### src/rtl/chain_dma_pkg.sv
// Shared constants and types for the descriptor-chained DMA channel.
// Assumes 32-bit words, byte addressing and 64-byte aligned descriptors.
package chain_dma_pkg;

    localparam int WORD_W      = 32;
    localparam int DESC_WORDS  = 7;
    localparam int PTR_LSB     = 6;

    // control word bit positions
    localparam int CTL_START   = 3;
    localparam int CTL_STOP    = 4;

    // command word bit positions
    localparam int CMD_IRQ_MSK = 0;
    localparam int CMD_IRQ_EN  = 1;
    localparam int CMD_DESC_OK = 2;
    localparam int CMD_ALL_OK  = 3;
    localparam int CMD_TO_DEV  = 12;

    // byte offset of the command word inside a descriptor
    localparam logic [WORD_W-1:0] CMD_OFFS = WORD_W'((DESC_WORDS - 1) * 4);
    localparam logic [WORD_W-1:0] PTR_MASK = {{(WORD_W-PTR_LSB){1'b1}}, {PTR_LSB{1'b0}}};

    typedef enum logic [2:0] {
        ST_IDLE,
        ST_FETCH,
        ST_RD,
        ST_WR,
        ST_WB
    } dma_state_t;

endpackage

### src/rtl/chain_dma_ctl.sv
// Control word decoder. It accepts a start only while the channel is
// idle, latches the aligned descriptor pointer and the channel number,
// and holds a stop request until the sequencer returns to idle.
// Assumes ID_W is at most 3, so the channel number stays below the start bit.
module chain_dma_ctl
    import chain_dma_pkg::*;
#(
    parameter int ID_W = 2
) (
    input  logic              clk,
    input  logic              rst_n,
    input  logic              ctl_we,
    input  logic [WORD_W-1:0] ctl_wdata,
    input  logic              seq_busy,
    output logic              go,
    output logic [WORD_W-1:0] go_ptr,
    output logic [ID_W-1:0]   chan_id,
    output logic              stop_pend,
    output logic              busy_any
);

    logic start_acc;
    logic ctl_unused;

    assign busy_any   = seq_busy | go;
    assign start_acc  = ctl_we & ctl_wdata[CTL_START] & ~busy_any;
    assign ctl_unused = ^ctl_wdata[PTR_LSB-1:ID_W];

    // capture an accepted start and hand a one-cycle go to the sequencer
    always_ff @(posedge clk) begin
        if (!rst_n) begin
            go      <= 1'b0;
            go_ptr  <= '0;
            chan_id <= '0;
        end else begin
            go <= start_acc;
            if (start_acc) begin
                go_ptr  <= ctl_wdata & PTR_MASK;
                chan_id <= ctl_wdata[ID_W-1:0];
            end
        end
    end

    // hold a stop request made while running, drop it once idle
    always_ff @(posedge clk) begin
        if (!rst_n)
            stop_pend <= 1'b0;
        else if (ctl_we && ctl_wdata[CTL_STOP] && busy_any)
            stop_pend <= 1'b1;
        else if (!busy_any)
            stop_pend <= 1'b0;
    end

    AST_START_IGNORED: assert property (@(posedge clk) disable iff (!rst_n)
        busy_any |=> $stable(chan_id));
    AST_STOP_IDLE_DROP: assert property (@(posedge clk) disable iff (!rst_n)
        !busy_any |=> !stop_pend);

endmodule

### src/rtl/chain_dma_seq.sv
// Descriptor sequencer. It fetches seven descriptor words, moves data one
// word at a time (a read phase, then a write phase) in the selected
// direction, repeats bursts with a stride, writes the command word back,
// raises the interrupt and follows the chain.
// Assumes the memory holds a request steady until its one-cycle acknowledge.
module chain_dma_seq
    import chain_dma_pkg::*;
(
    input  logic              clk,
    input  logic              rst_n,
    input  logic              go,
    input  logic [WORD_W-1:0] go_ptr,
    input  logic              stop_pend,
    output logic              busy,
    output logic              mem_req,
    output logic              mem_we,
    output logic [WORD_W-1:0] mem_addr,
    output logic [WORD_W-1:0] mem_wdata,
    input  logic              mem_ack,
    input  logic [WORD_W-1:0] mem_rdata,
    output logic [WORD_W-1:0] dev_addr,
    input  logic              dev_in_valid,
    input  logic [WORD_W-1:0] dev_in_data,
    output logic              dev_in_ready,
    output logic              dev_out_valid,
    output logic [WORD_W-1:0] dev_out_data,
    input  logic              dev_out_ready,
    output logic              irq
);

    dma_state_t        state;
    logic [2:0]        idx;
    logic [WORD_W-1:0] dptr, nxt, maddr, len, stride, cyc, cmd, wcnt, ccnt, data_q;
    logic              to_dev, word_done, burst_end, last_burst;
    logic [WORD_W-1:0] wb_word;

    assign to_dev     = cmd[CMD_TO_DEV];
    assign burst_end  = (wcnt == len - 1'b1);
    assign last_burst = ((ccnt + 1'b1) >= cyc);
    assign wb_word    = cmd | (WORD_W'(1) << CMD_DESC_OK)
                            | ((nxt & PTR_MASK) == '0 ? (WORD_W'(1) << CMD_ALL_OK) : '0);
    assign word_done  = (state == ST_WR) && (to_dev ? dev_out_ready : mem_ack);

    // drive the memory and device handshakes from the current phase
    always_comb begin
        busy          = (state != ST_IDLE);
        mem_req       = (state == ST_FETCH) || (state == ST_WB)
                        || (state == ST_RD && to_dev) || (state == ST_WR && !to_dev);
        mem_we        = (state == ST_WB) || (state == ST_WR && !to_dev);
        mem_addr      = (state == ST_FETCH) ? dptr + {27'd0, idx, 2'b00}
                      : (state == ST_WB)    ? dptr + CMD_OFFS
                      : maddr;
        mem_wdata     = (state == ST_WB) ? wb_word : data_q;
        dev_in_ready  = (state == ST_RD) && !to_dev;
        dev_out_valid = (state == ST_WR) && to_dev;
        dev_out_data  = data_q;
    end

    // main sequence: fetch, move words, write back, chain or finish
    always_ff @(posedge clk) begin
        if (!rst_n) begin
            state <= ST_IDLE; idx <= '0; irq <= 1'b0;
            dptr <= '0; nxt <= '0; maddr <= '0; dev_addr <= '0; len <= '0;
            stride <= '0; cyc <= '0; cmd <= '0; wcnt <= '0; ccnt <= '0; data_q <= '0;
        end else begin
            irq <= 1'b0;
            case (state)
                ST_IDLE: if (go) begin
                    dptr  <= go_ptr;
                    idx   <= '0;
                    state <= ST_FETCH;
                end
                ST_FETCH: if (mem_ack) begin
                    case (idx)
                        3'd0:    nxt      <= mem_rdata;
                        3'd1:    maddr    <= mem_rdata;
                        3'd2:    dev_addr <= mem_rdata;
                        3'd3:    len      <= mem_rdata;
                        3'd4:    stride   <= mem_rdata;
                        3'd5:    cyc      <= mem_rdata;
                        default: cmd      <= mem_rdata;
                    endcase
                    if (idx == 3'(DESC_WORDS - 1)) begin
                        wcnt <= '0;
                        ccnt <= '0;
                        if (stop_pend)      state <= ST_IDLE;
                        else if (len == '0) state <= ST_WB;
                        else                state <= ST_RD;
                    end else begin
                        idx <= idx + 1'b1;
                    end
                end
                ST_RD: if (to_dev ? mem_ack : dev_in_valid) begin
                    data_q <= to_dev ? mem_rdata : dev_in_data;
                    state  <= ST_WR;
                end
                ST_WR: if (word_done) begin
                    if (burst_end) begin
                        wcnt  <= '0;
                        ccnt  <= ccnt + 1'b1;
                        maddr <= maddr + 32'd4 + (stride << 2);
                    end else begin
                        wcnt  <= wcnt + 1'b1;
                        maddr <= maddr + 32'd4;
                    end
                    if (stop_pend)                    state <= ST_IDLE;
                    else if (burst_end && last_burst) state <= ST_WB;
                    else                              state <= ST_RD;
                end
                ST_WB: if (mem_ack) begin
                    irq <= cmd[CMD_IRQ_EN] & ~cmd[CMD_IRQ_MSK] & ~stop_pend;
                    if (stop_pend || (nxt & PTR_MASK) == '0) begin
                        state <= ST_IDLE;
                    end else begin
                        dptr  <= nxt & PTR_MASK;
                        idx   <= '0;
                        state <= ST_FETCH;
                    end
                end
                default: state <= ST_IDLE;
            endcase
        end
    end

    AST_MEM_HOLD: assert property (@(posedge clk) disable iff (!rst_n)
        (mem_req && !mem_ack) |=> (mem_req && $stable(mem_addr) && $stable(mem_we)));
    AST_DEV_HOLD: assert property (@(posedge clk) disable iff (!rst_n)
        (dev_out_valid && !dev_out_ready) |=> (dev_out_valid && $stable(dev_out_data)));
    AST_ONE_DIR: assert property (@(posedge clk) disable iff (!rst_n)
        !(dev_in_ready && dev_out_valid));
    AST_IRQ_PULSE: assert property (@(posedge clk) disable iff (!rst_n)
        irq |=> !irq);
    AST_IDLE_QUIET: assert property (@(posedge clk) disable iff (!rst_n)
        !busy |-> (!mem_req && !dev_out_valid && !dev_in_ready));

endmodule

### src/rtl/chain_dma.sv
// Top of the descriptor-chained DMA channel: the control decoder feeds the
// sequencer. Assumes a single requester on the memory port.
module chain_dma
    import chain_dma_pkg::*;
#(
    parameter int ID_W = 2
) (
    input  logic              clk,
    input  logic              rst_n,
    input  logic              ctl_we,
    input  logic [31:0]       ctl_wdata,
    output logic              busy,
    output logic [ID_W-1:0]   chan_id,
    output logic              mem_req,
    output logic              mem_we,
    output logic [31:0]       mem_addr,
    output logic [31:0]       mem_wdata,
    input  logic              mem_ack,
    input  logic [31:0]       mem_rdata,
    output logic [31:0]       dev_addr,
    input  logic              dev_in_valid,
    input  logic [31:0]       dev_in_data,
    output logic              dev_in_ready,
    output logic              dev_out_valid,
    output logic [31:0]       dev_out_data,
    input  logic              dev_out_ready,
    output logic              irq
);

    logic              go, stop_pend, seq_busy;
    logic [WORD_W-1:0] go_ptr;

    chain_dma_ctl #(.ID_W(ID_W)) u_ctl (
        .clk(clk), .rst_n(rst_n), .ctl_we(ctl_we), .ctl_wdata(ctl_wdata),
        .seq_busy(seq_busy), .go(go), .go_ptr(go_ptr), .chan_id(chan_id),
        .stop_pend(stop_pend), .busy_any(busy)
    );

    chain_dma_seq u_seq (
        .clk(clk), .rst_n(rst_n), .go(go), .go_ptr(go_ptr), .stop_pend(stop_pend),
        .busy(seq_busy), .mem_req(mem_req), .mem_we(mem_we), .mem_addr(mem_addr),
        .mem_wdata(mem_wdata), .mem_ack(mem_ack), .mem_rdata(mem_rdata),
        .dev_addr(dev_addr), .dev_in_valid(dev_in_valid), .dev_in_data(dev_in_data),
        .dev_in_ready(dev_in_ready), .dev_out_valid(dev_out_valid),
        .dev_out_data(dev_out_data), .dev_out_ready(dev_out_ready), .irq(irq)
    );

endmodule

### config.mk
export PLATFORM = sky130hd
export DESIGN_NAME = chain_dma
export DESIGN_NICKNAME = d
export VERILOG_FILES = /design/src/rtl/chain_dma_pkg.sv /design/src/rtl/chain_dma_ctl.sv /design/src/rtl/chain_dma_seq.sv /design/src/rtl/chain_dma.sv
export SDC_FILE = /design/constraint.sdc
export NUM_CORES = 1
export LEC_CHECK = 0
export CORE_ASPECT_RATIO = 0.75
export CORE_MARGIN = 1.5
export CORE_UTILIZATION = 30
export DETAILED_ROUTE_END_ITERATION = 10
export DONT_BUFFER_PORTS = 1
export GPL_TIMING_DRIVEN = 0
export PLACE_DENSITY_LB_ADDON = 0.05
export SYNTH_ARGS = -nofsm -noshare
export SYNTH_HDL_FRONTEND = slang
export SYNTH_SLANG_ARGS = --single-unit
### constraint.sdc
create_clock -name clk -period 10.8 [get_ports clk]
set_clock_uncertainty 0.05 [all_clocks]
set_input_delay 0 -clock clk [delete_from_list [all_inputs] [get_ports clk]]
set_output_delay 0 -clock clk [all_outputs]
set_load 0.01 [all_outputs]
## Word level (Yosys, flattened, before mapping)

Cells that the tools add are included.

- Logic and storage cells: 140
- Bits in registers: 387
- Bits in read-only memories: 0
- RAM bits: 0
- Output and inout bits: 136
- Latch bits: 0
- Bits of input ports: 102
- Memories kept: 0

- Order comparisons: 1
- Add/sub/neg operators: 8
- Shift operators: 0
- Reductions and logical operators: 37
- Divide/modulo/power cells: 0
- Muxes and demuxes: 44
- Eq/ne operators: 22
- Bitwise gates (word level): 10
- Multiply operators: 0

Operators by type and width:

| operator | number |
|---|---|
| $mux W32 | 17 |
| $pmux W32 S2 | 4 |
| $add A32 B1 Y32 const B | 2 |
| $logic_not A32 Y1 | 2 |
| $mux W3 | 15 |
| $add A32 B3 Y32 const B | 1 |
| $add A32 B32 Y32 | 1 |
| $add A32 B5 Y32 | 1 |
| $add A32 B5 Y32 const B | 1 |
| $eq A32 B32 Y1 | 1 |
| $ge A32 B32 Y1 | 1 |
| $or A32 B32 Y32 | 1 |
| $sub A32 B1 Y32 const B | 1 |
| $reduce_and A3 Y1 | 7 |
| $ne A2 B2 Y1 const B | 9 |
| $pmux W3 S5 | 1 |
| $eq A3 B2 Y1 const B | 4 |
| $eq A3 B3 Y1 const B | 4 |
| $reduce_and A4 Y1 | 3 |
| $reduce_and A6 Y1 | 2 |
| $pmux W3 S3 | 1 |
| $logic_and A1 B1 Y1 | 8 |
| $eq A3 B1 Y1 const B | 2 |
| $logic_not A3 Y1 | 2 |
| other kinds (14) | 31 |

## Depth between registers and ports, before layout

Gate-level depths: netlist (run 1).

- Word-level depth: 7
- Gate-level depth with buffers: 18
- Depth with buffers taken out: 18

## Cells and area by module

From an unflattened synthesis (run 1), not the netlist that was laid out.

- Cells, all modules: 2977
- Area total of the unflattened synthesis: 22148.7 um^2

Modules (own cells, without submodules):

| module | area an instance (um^2) | seq. area each (um^2) | cells an instance | instances |
|---|---|---|---|---|
| chain_dma_seq | 20897.5 | 7006.7 | 2841 | 1 |
| chain_dma_ctl | 1251.2 | 600.6 | 136 | 1 |

## Least setup slack after synthesis (run 1)

No wires, ideal clock.

- Kind: register to register
- From: register u_seq.maddr[4]
- To: register u_seq.maddr[30]
- Stages on the path, launching flop included: 19
- Arrival: 3.505 ns
- Required time: 10.618 ns
- Period minus slack after synthesis: 3.687 ns
- Setup time: 0.132 ns
- Slack: 7.113 ns
- Path buffers: 2
- Cell sequence: dfxtp_1 clkbuf_1 and4_1 and4_1 nand2_1 or2_2 clkbuf_1 nor3_1 xor2_1 ha_1 nand2_1 nor3_1 nand3_1 a31oi_1 nor2_1 o2111a_1 nor3_1 xnor2_1 o211ai_1

- Cells in the longest elaborated chain, start to end: 5

Ends and longest elaborated chain:

| element | line | text |
|---|---|---|
| start, declared | chain_dma_seq.sv:33 | `logic [WORD_W-1:0] dptr, nxt, maddr, len, stride, cyc, cmd, wcnt, ccnt, data_q;` |
| start signal, assigned | chain_dma_seq.sv:76 | `3'd1: maddr <= mem_rdata;` |
| start signal, assigned | chain_dma_seq.sv:101 | `maddr <= maddr + 32'd4 + (stride << 2);` |
| start signal, assigned | chain_dma_seq.sv:104 | `maddr <= maddr + 32'd4;` |
| $add A32 B3 Y32 (*) | chain_dma_seq.sv:101, chain_dma_seq.sv:104 |  |
| $add A32 B32 Y32 | chain_dma_seq.sv:101 |  |
| $mux W32 (*) | chain_dma_seq.sv:98 | `if (burst_end) begin` |
| $mux W32 (*) | chain_dma_seq.sv:97 | `ST_WR: if (word_done) begin` |
| $pmux W32 S2 (*) | chain_dma_seq.sv:67 | `case (state)` |

Every way passes the cells marked *; elsewhere a longest branch is shown, timed or not. The select of a mux whose other input is x is not followed.
A chain may end at the register's enable or synchronous reset.

## Final worst setup path (run 1)

- From: register u_seq.ccnt[13]
- To: register u_seq.state[1]

- Cells in the longest elaborated chain, start to end: 7

Ends and longest elaborated chain:

| element | line | text |
|---|---|---|
| start, declared | chain_dma_seq.sv:33 |  |
| start signal, assigned | chain_dma_seq.sv:100 | `ccnt <= ccnt + 1'b1;` |
| $add A32 B1 Y32 | chain_dma_seq.sv:39 | `assign last_burst = ((ccnt + 1'b1) >= cyc);` |
| $ge A32 B32 Y1 | chain_dma_seq.sv:39 |  |
| $logic_and A1 B1 Y1 | chain_dma_seq.sv:107 | `else if (burst_end && last_burst) state <= ST_WB;` |
| $mux W3 | chain_dma_seq.sv:107 |  |
| $mux W3 | chain_dma_seq.sv:106 | `if (stop_pend) state <= ST_IDLE;` |
| $mux W3 | chain_dma_seq.sv:97 |  |
| $pmux W3 S5 | chain_dma_seq.sv:67 |  |
| end signal, assigned | chain_dma_seq.sv:106 |  |
| end signal, assigned | chain_dma_seq.sv:107 |  |
| end signal, assigned | chain_dma_seq.sv:108 | `else state <= ST_RD;` |
| end, declared | chain_dma_seq.sv:31 | `dma_state_t state;` |

No other way between the ends. The select of a mux whose other input is x is not followed.

==> results of run 1 <==
sequential cells by signal, summed over array words and instances, names as in the netlist, 2 cells and up:
register and cells:
u_seq.stride 30, u_seq.dev_addr 32, u_seq.cyc 32, u_seq.idx 3
u_seq.cmd 31, u_seq.wcnt 32, u_seq.dev_out_data 32, u_seq.maddr 32
u_seq.nxt 26, u_ctl.chan_id 2, u_seq.len 32, u_seq.ccnt 32
u_seq.dptr 26, u_ctl.go_ptr 26, u_seq.state 3
through the flow:
| stage | setup slack, ps | instances |
|---|---|---|
| 3_3_place_gp | 5730 | 3412 |
| 4_1_cts | 5640 | 3628 |
| 3_5_place_dp | 5650 | 3413 |
| 6_report | 5610 | 3630 |
| 5_1_grt | 5140 | 3628 |
| 2_1_floorplan | 7110 | 2541 |
timing repair:
| action | in CTS | in global routing |
|---|---|---|
| setup endpoints to repair | 0 | 0 |
| hold buffers | 135 | 0 |
| endpoints found under the hold margin | 265 | 0 |
| gates resized for setup | 0 | 0 |
kinds of logic after synthesis:
group / share of synthesized area [%]
compound gates: 17.4
buf+inv: 5.59
mux: 7.01
simple gates: 21.8
flops: 37.3
xor+xnor: 6.46
fa+ha+maj: 4.46
final timing paths:
path | startpoint | slack, ps | end | cells after the start
setup reg to reg | u_seq.ccnt[13] | 5610 | u_seq.state[1] | 17
setup / recovery | u_seq.ccnt[13] | 5610 | u_seq.state[1] | 17
hold reg to reg | u_ctl.go_ptr[30] | 400 | u_ctl.go_ptr[30] | 2
hold / removal | ctl_wdata[14] | 60 | u_ctl.go_ptr[14] | 3
cell usage in the layout (no fill, tap or decap), types with 52 or more instances in the layout:
cell             n
mux2i_1         82
dfxtp_1        374
clkbuf_1       153
nand2_1        522
dlygate4sd3_1  135
a21oi_1        259
ha_1            70
nand3_1         77
a211oi_1        68
xnor2_1         92
nor2_1         183
xor2_1          56
mux2_2          52
inv_1           79
cell usage after synthesis, types with 8 or more instances:
cell type	number	area share, %
clkbuf_1	145	2.7
and3_1	24	0.75
ha_1	70	4.4
or4_1	8	0.30
xnor2_1	92	4.0
mux2i_1	82	4.1
mux2_2	52	2.9
nand2b_1	10	0.31
dfxtp_1	374	37
buf_4	25	0.94
or3_1	15	0.47
a31oi_1	11	0.34
xor2_1	56	2.4
nor3_1	28	0.70
nor4_1	19	0.59
nand4_1	39	1.2
o22ai_1	23	0.72
a22oi_1	27	1.0
buf_2	8	0.20
o21ai_0	46	1.1
nand2_1	522	9.8
nand3_1	77	1.9
a21o_1	32	1.2
nor2_1	183	3.4
nor2b_1	8	0.25
a21oi_1	259	6.5
a211oi_1	68	2.5
inv_1	79	1.5
or2_2	9	0.28
a22o_1	16	0.70
and2_1	11	0.34
layer usage:
| metal | track usage [%] | vias up | share of wire (%) | wire length (um) |
|---|---|---|---|---|
| li1 | - | 9184 | - | - |
| met1 | 32.9 | 9211 | 49 | 39500 |
| met2 | 36.2 | 447 | 44 | 34800 |
| met3 | 3.88 | 73 | 5.4 | 4330 |
| met4 | 4.74 | 0 | 1.6 | 1290 |
| met5 | 0 | - | 0 | 0 |
critical path, delay by kind of cell, from the launching register on:
family          cells  cell delay [ps]
simple gates       11             2680
fa+ha+maj           1              310
compound gates      3             1230
flops               1              400
buf+inv             1              260
xor+xnor            1              170
final cells by class:
| class | instances | area share [%] |
|---|---|---|
| clock buffers | 70 | 5.83 |
| flip-flops and latches | 374 | 31.2 |
| multi-input cells | 1900 | 47.7 |
| clock inverters | 10 | 0.391 |
| well taps | 871 | 4.54 |
| diodes | 2 | 0.0208 |
| plain buffers | 187 | 3.42 |
| repair buffers | 136 | 5.64 |
| inverters | 80 | 1.25 |
power breakdown:
part	total, W	leakage [nW]	switching [W]	internal, W
clock network	0.00155	0.744	0.000634	0.000913
logic	0.000360	4.71	0.000240	0.000120
registers	0.00145	3.02	0.0000277	0.00142
total	0.00336	8.47	0.000901	0.00246
==> flow_summary_export.csv, run 1 <==
group,metric,value,unit
run_status,outcome,"completed",
floorplan,start_util,30.6,%
place,placed_area,21200,um2
synth,syn_area,20100,um2
cts,clk_path_buf_depth,3,
place,port_buffers,0,
cts,clock_latency,570,ps
timing,slew_viol_final,0,
place,globalplace.congestion,0.865,
cts,tritoncts,"yes",
timing,max_slew.worst_pin.slew,1330,ps
timing,holdWs,64.2,ps
final_layout,regArea,7490,um2
place,hpwl,59200,um
synth,syn_avg_cell_area,7.90,um2
synth,ys_async_sr_fraction,0,%
route,dr.pass1.iters,5,
timing,timing.final.hold_violations,0,
cts,cts.clk_slew.worst_paths,60,ps
cts,clk_root_buffer_cell,"clkbuf_16",
timing,slew_headroom,11.1,%
final_layout,fin_util,36.6,%
flow_run,max-cap-violations,0,
route,drc_errors,0,
synth,yosysWarnings,0,
route,post_drt_wl_per_cell,22.0,um
critical_path,crit_required,11210,ps
floorplan,die_y,227,um
route,dr.first_iter.drc_count,1283,
final_layout,fin_nets,2896,
critical_path,crit_top_cell,"nand3_1",
global_routing,grt_max_degree,13,
floorplan,die_width,302,um
global_routing,grt_pass1_vias,18213,
synth,synth_seq_area_share,37.3,%
route,wl,79800,um
global_routing,grt_pass1_wl,118000,um
timing,setup_tns,0,ps
route,via_per_inst,5.21,
global_routing,grt_overflow_total,0,
final_layout,fillers,6949,
critical_path,cp-start-kind,"register",
timing,fin_crit_sh,48.1,%
cts,cts_inserted_buffers,44,
final_layout,multi_input_area,11500,um2
pwr,p_total,0.00336,W
route,ant_nets,0,
floorplan,core,65700,um2
timing,period_minus_slack,5190,ps
pwr,power_leakage,8.47,nW
critical_path,max_stage_delay,1030,ps
floorplan,io-pin-count,238,
cts,cts_setup_buffers,0,
critical_path,cp.arrival,5610,ps
floorplan,die-area,68500,um2
synth,synth_seq_cells,374,
critical_path,critPathSlowestCell,"nor4_1",
final_layout,stdcell_area,24000,um2
global_routing,grt_usage,23.0,%
route,vias,18915,
final_layout,areaGrowthSynthToFinish,19.7,%
timing,setup_viol,0,
global_routing,antenna_found_initial,2,
critical_path,crit_fanout,5,
critical_path,critical_path_class,"register to register",
synth,yosysUniqueCellTypes,72,
synth,synth_nets,2714,
floorplan,rows,81,
cts,cts_sinks,374,
worst_hold_path,hold_path_class,"primary input to register",
synth,syn_inst,2541,
critical_path,cp-end-kind,"register",
timing,max_freq,193,MHz
cts,htree_levels,2,
timing,rsz0062_at_grt,"no",
synth,synthFlopType,"dfxtp_1",
critical_path,path_cells,"nand4_1 > nor2_1 > nand3_1 > nor4_1 > and3_1 > clkbuf_1 > nand3_1 > xnor2_1 > ha_1 > nand3_1 > nor2_1 > nand2_1 > nor3_1 > nand3_1 > o21ai_0 > a21oi_1 > o31a_1",
pwr,power.density,140,nW/um2
final_layout,final_layout_size_suffix_gt1_share,6.53,%
pwr,vdd_ir_drop_max,104,uV
synth,synth_edf_count,0,
No activity file was read; power rests on OpenSTA's default activity.
==> run 2: changes to the inputs <==
==> constraint.sdc (replaced) <==
create_clock -name clk -period 4.15 [get_ports clk]
set_clock_uncertainty 0.05 [all_clocks]
set_input_delay 0 -clock clk [delete_from_list [all_inputs] [get_ports clk]]
set_output_delay 0 -clock clk [all_outputs]
set_load 0.01 [all_outputs]
==> run 2 against run 1 <==
Worst hold slack got worse by 2.3 ps. Non-clock buffer count increased by 14. Flip-flop and latch count unchanged. Largest power group unchanged.
==> flow_summary_export.csv, run 2 (same netlist as run 1, synthesis figures left out) <==
group,metric,value,unit
final_layout,fin_nets,2910,
global_routing,grt_pass1_wl,118000,um
critical_path,r2r_start,"u_seq.len[7]",
global_routing,grt_pass1_vias,18294,
timing,period_minus_slack,3920,ps
route,wl,80100,um
critical_path,path_cells,"clkbuf_1 > or4_4 > nor4_2 > xnor2_1 > a2111oi_2 > nand4_1 > nor4_4 > buf_4 > and2_1 > buf_2 > buf_2 > o21ai_0 > o22ai_1",
critical_path,max_stage_delay,610,ps
timing,fin_ws,235,ps
critical_path,crit_required,4590,ps
cts,htree_levels,2,
critical_path,crit_buf_inv,4,
floorplan,core,65700,um2
critical_path,r2r_slack,230,ps
place,post-place-ws,-1000,ps
cts,cts.clk_slew.worst_paths,60,ps
floorplan,rows,81,
timing,max_freq,255,MHz
floorplan,die_width,302,um
route,drc_errors,0,
route,post_drt_wl_per_cell,22.0,um
route,vias,18982,
place,place_inst,3413,
final_layout,fin_util,37.3,%
global_routing,grt_usage,23.1,%
floorplan,die-area,68500,um2
flow_run,max-cap-violations,0,
worst_hold_path,worstHoldStart,"ctl_wdata[14]",
global_routing,antenna_found_initial,2,
critical_path,reg2regPathDepth,13,
critical_path,cp.arrival,4350,ps
timing,max_slew.worst_pin.slew,1230,ps
worst_hold_path,hold_path_class,"primary input to register",
final_layout,final_common_cell,"nand2_1",
route,ant_nets,0,
final_layout,final_layout_size_suffix_gt1_share,9.13,%
cts,clk_path_buf_depth,3,
floorplan,die_y,227,um
run_status,outcome,"completed",
place,port_buffers,0,
cts,cts_sinks,374,
pwr,p_total,0.00874,W
route,dr.pass1.iters,5,
critical_path,crit_fanout,10,
timing,setup_viol,0,
route,via_per_inst,5.21,
place,hpwl,59200,um
floorplan,io-pin-count,238,
timing,fin_crit_sh,94.3,%
timing,timing.final.hold_violations,0,
critical_path,critical_path_class,"register to register",
route,dr.first_iter.drc_count,1116,
timing,slew_viol_final,0,
cts,cts_inserted_buffers,44,
pwr,power.density,357,nW/um2
timing,slew_headroom,18.3,%
timing,holdWs,61.9,ps
floorplan,start_util,30.6,%
place,globalplace.congestion,0.865,
final_layout,layout_common_cells,"nand2_1 (522), dfxtp_1 (362), a21oi_1 (259), nor2_1 (178), clkbuf_1 (149)",
critical_path,cp-start-kind,"register",
global_routing,grt_max_degree,13,
critical_path,critPathTopFamily,"simple AND/OR/NAND/NOR gates",
pwr,power_leakage,8.66,nW
pwr,vdd_ir_drop_max,272,uV
worst_hold_path,min_to,"u_ctl.go_ptr[14]",
cts,clk_root_buffer_cell,"clkbuf_16",
final_layout,fin_cells,3644,
cts,clock_latency,570,ps
critical_path,cp-end-kind,"register",
final_layout,areaGrowthSynthToFinish,21.9,%
cts,tritoncts,"yes",
critical_path,critPathSlowestCell,"or4_4",
global_routing,grt_overflow_total,0,
critical_path,crit_top_cell,"buf_2",
worst_hold_path,whs_path_depth,3,
critical_path,r2r_end,"u_seq.maddr[18]",
## run 2: worst max-delay path by stage
| stage | cells after the start | end | startpoint |
|---|---|---|---|
| after global placement | 17 | u_seq.state[1] | u_seq.ccnt[13] |
| after global routing | 17 | u_seq.state[1] | u_seq.ccnt[2] |
| after CTS | 13 | u_seq.maddr[27] | u_seq.len[7] |
| after floorplan | 18 | u_seq.maddr[30] | u_seq.maddr[4] |
| final | 13 | u_seq.maddr[18] | u_seq.len[7] |
| after detailed placement | 17 | u_seq.state[1] | u_seq.ccnt[13] |
## run 2: cell type report
class,count,area (um2)
fill,6920,41200
multi-input combinational,1900,11800
sequential,374,7500
timing repair buffer,153,1480
clock buffer,70,1400
tap,871,1090
buffer,184,816
inverter,80,300
clock inverter,10,93.8
antenna,2,5.00
## run 2: worst register-to-register path, stage by stage, from the launching register on
cell       delay, ps
dfxtp_1          300
clkbuf_1         210
or4_4            610
nor4_2           300
xnor2_1          120
a2111oi_2        390
nand4_1          260
nor4_4           360
buf_4            240
and2_1           130
buf_2            140
buf_2            350
o21ai_0          180
o22ai_1          180
## run 2: per-stage QoR
step	TNS [ps]	cell area, um2
2_1_floorplan	0	20100
3_3_place_gp	-70080	21200
3_5_place_dp	-65480	21200
4_1_cts	0	24200
5_1_grt	-2.98	24500
6_report	0	24500
## run 2: layer usage
layer	track usage (%)	up-vias	share of wire (%)
met1	33.0	9262	50
met5	0	-	0
met3	3.86	81	5.1
met2	36.3	421	44
met4	4.73	0	1.7
li1	-	9218	-
## run 2: timing repair
| action | in CTS | in global routing |
|---|---|---|
| hold buffers | 135 | 0 |
| resized for setup | 38 | 39 |
| setup endpoints to repair | 96 | 94 |
| buffers inserted | 7 | 10 |
| pin swaps | 6 | 10 |
| hold endpoints to repair | 265 | 0 |
## run 2: power breakdown
group | switching, W | internal, W
registers | 0.0000724 | 0.00370
logic | 0.000627 | 0.000316
clock network | 0.00165 | 0.00238
==> run 3: changes to the inputs <==
--- a/config.mk
+++ b/config.mk
@@ -8,9 +8,11 @@
 export CORE_ASPECT_RATIO = 0.75
 export CORE_MARGIN = 1.5
 export CORE_UTILIZATION = 30
+export CTS_BUF_LIST = sky130_fd_sc_hd__clkbuf_4
 export DETAILED_ROUTE_END_ITERATION = 10
 export DONT_BUFFER_PORTS = 1
 export GPL_TIMING_DRIVEN = 0
+export HOLD_SLACK_MARGIN = 0.02
 export PLACE_DENSITY_LB_ADDON = 0.05
 export SYNTH_ARGS = -nofsm -noshare
 export SYNTH_HDL_FRONTEND = slang
==> run 3 against run 2 <==
Cell count is 6.8% higher. Global-route usage is 2.1 points higher. Via count is 6.9% higher. Non-clock buffer count is 147 higher. Largest cell class unchanged.
==> flow_summary_export.csv, run 3 (same netlist as run 1, synthesis figures left out) <==
group,metric,value,unit
pwr,clkPwrFrac,41.3,%
timing,max_slew.worst_pin.slew,1270,ps
critical_path,r2r_start,"u_seq.state[0]",
floorplan,rows,81,
final_layout,final_layout_size_suffix_gt1_share,11.7,%
route,drc_errors,0,
route,via_per_inst,5.22,
timing,fin_crit_sh,96.8,%
timing,slew_viol_final,0,
cts,htree_levels,3,
global_routing,antenna_found_initial,11,
pwr,p_comb_share,13.0,%
cts,clock_latency,910,ps
critical_path,crit_required,4860,ps
route,post_drt_wl_per_cell,22.4,um
global_routing,grt_pass1_vias,19751,
pwr,vdd_ir_drop_max,207,uV
pwr,power_leakage,9.36,nW
floorplan,core,65700,um2
pwr,swShare,29.3,%
critical_path,cp-start-kind,"register",
cts,cts.clk_slew.worst_paths,90,ps
final_layout,fillers,6885,
cts,clk_path_buf_depth,3,
run_status,outcome,"completed",
place,port_buffers,0,
pwr,power.internal,0.00584,W
timing,setup_viol,0,
final_layout,layout_common_cells,"nand2_1 (522), dfxtp_1 (361), dlygate4sd3_1 (280), a21oi_1 (259), nor2_1 (178)",
critical_path,cp.arrival,4720,ps
cts,cts_inserted_buffers,102,
route,dr.first_iter.drc_count,1308,
final_layout,final_common_cell,"nand2_1",
cts,clk_root_buffer_cell,"clkbuf_4",
final_layout,areaGrowthSynthToFinish,28.3,%
timing,timing.final.hold_violations,0,
cts,tritoncts,"yes",
timing,setup_tns,0,ps
timing,holdWs,107,ps
route,vias,20288,
worst_hold_path,hold_path_class,"primary input to register",
timing,period_minus_slack,4020,ps
cts,cts_sinks,374,
pwr,p_sw,0.00242,W
route,ant_nets,0,
pwr,power.density,320,nW/um2
worst_hold_path,worstHoldStart,"mem_ack",
global_routing,grt_max_degree,14,
floorplan,io-pin-count,238,
floorplan,start_util,30.6,%
critical_path,cp-end-kind,"register",
global_routing,grt_overflow_total,0,
timing,slew_headroom,15.5,%
floorplan,die_y,227,um
route,dr.pass1.iters,5,
global_routing,grt_usage,25.2,%
floorplan,die-area,68500,um2
pwr,p_seq_share,45.7,%
place,globalplace.congestion,0.865,
final_layout,fin_nets,3115,
critical_path,critical_path_class,"register to register",
route,wl,87100,um
place,hpwl,59200,um
timing,max_freq,249,MHz
flow_run,max-cap-violations,0,
critical_path,crit_start,"u_seq.state[0]",
critical_path,crit_fanout,10,
floorplan,die_width,302,um
global_routing,grt_pass1_wl,127000,um
## run 3: changes by cell type in the layout (fill, tap and decap cells not counted), moves of 4 or more
cell           change
clkbuf_1           -9
clkbuf_16         -46
clkbuf_4         +164
clkbuf_8          -16
clkinv_1           +4
clkinv_2           -5
diode_2            +8
dlygate4sd3_1    +145
## run 3: worst max-delay path, stage by stage (launching register included)
cell	delay, ps
dfxtp_1	450
inv_1	200
nor2_1	410
o21a_1	180
clkbuf_1	700
nand2_1	280
nor2_1	450
clkbuf_1	760
a311oi_1	200
a21oi_1	160
## run 3: final cells by class
cell class / count / area [um2] / share of cell area, %
diodes: 10 / 25.0 / 0.0972
plain buffers: 183 / 813 / 3.16
clock buffers: 163 / 1220 / 4.75
clock inverters: 8 / 35.0 / 0.136
inverters: 80 / 300 / 1.17
multi-input cells: 1900 / 11800 / 45.8
flip-flops and latches: 374 / 7510 / 29.2
well taps: 871 / 1090 / 4.23
repair buffers: 301 / 2960 / 11.5
## run 3: final timing paths
check                    to  slack [ps]  cells past startpoint
min reg2reg   u_seq.cyc[21]         400                      2
max reg2reg  u_seq.ccnt[23]         130                      9
max          u_seq.ccnt[23]         130                      9
min          u_seq.state[2]         110                      3
## run 3: power groups by stage
stage	sequential [W]	combinational, W	clock, W
4_1_cts	0.00377	0.00105	0.00352
2_1_floorplan	0.00383	0.000497	0
3_3_place_gp	0.00385	0.000792	0
3_5_place_dp	0.00385	0.000803	0
5_1_grt	0.00378	0.00114	0.00372
6_report	0.00377	0.00108	0.00340
## run 3: metal layers
metal	share of wire [%]	GRT usage, %
met5	0.010	0
met4	2.6	7.45
met3	8.6	7.52
met2	43	38.1
met1	46	34.4
## run 3: metrics by stage
stage                     std cells  setup slack [ps]  util, %  cell area [um2]  total power, W
final                          3890               133     39.2            25800         0.00825
after CTS                      3871              15.7     38.8            25500         0.00834
after floorplan                2541               463        -            20100         0.00432
after global routing           3883             -19.4     39.2            25700         0.00865
after detailed placement       3413             -1000     32.2            21200         0.00466
after global placement         3412              -924     32.2            21200         0.00464
## run 3: what timing repair did
item,4_1_cts,5_1_grt
pin swaps,7,12
setup endpoints to repair,96,111
endpoints found under the hold margin,343,0
buffers inserted,10,10
hold buffers,280,0
gates resized for setup,39,46
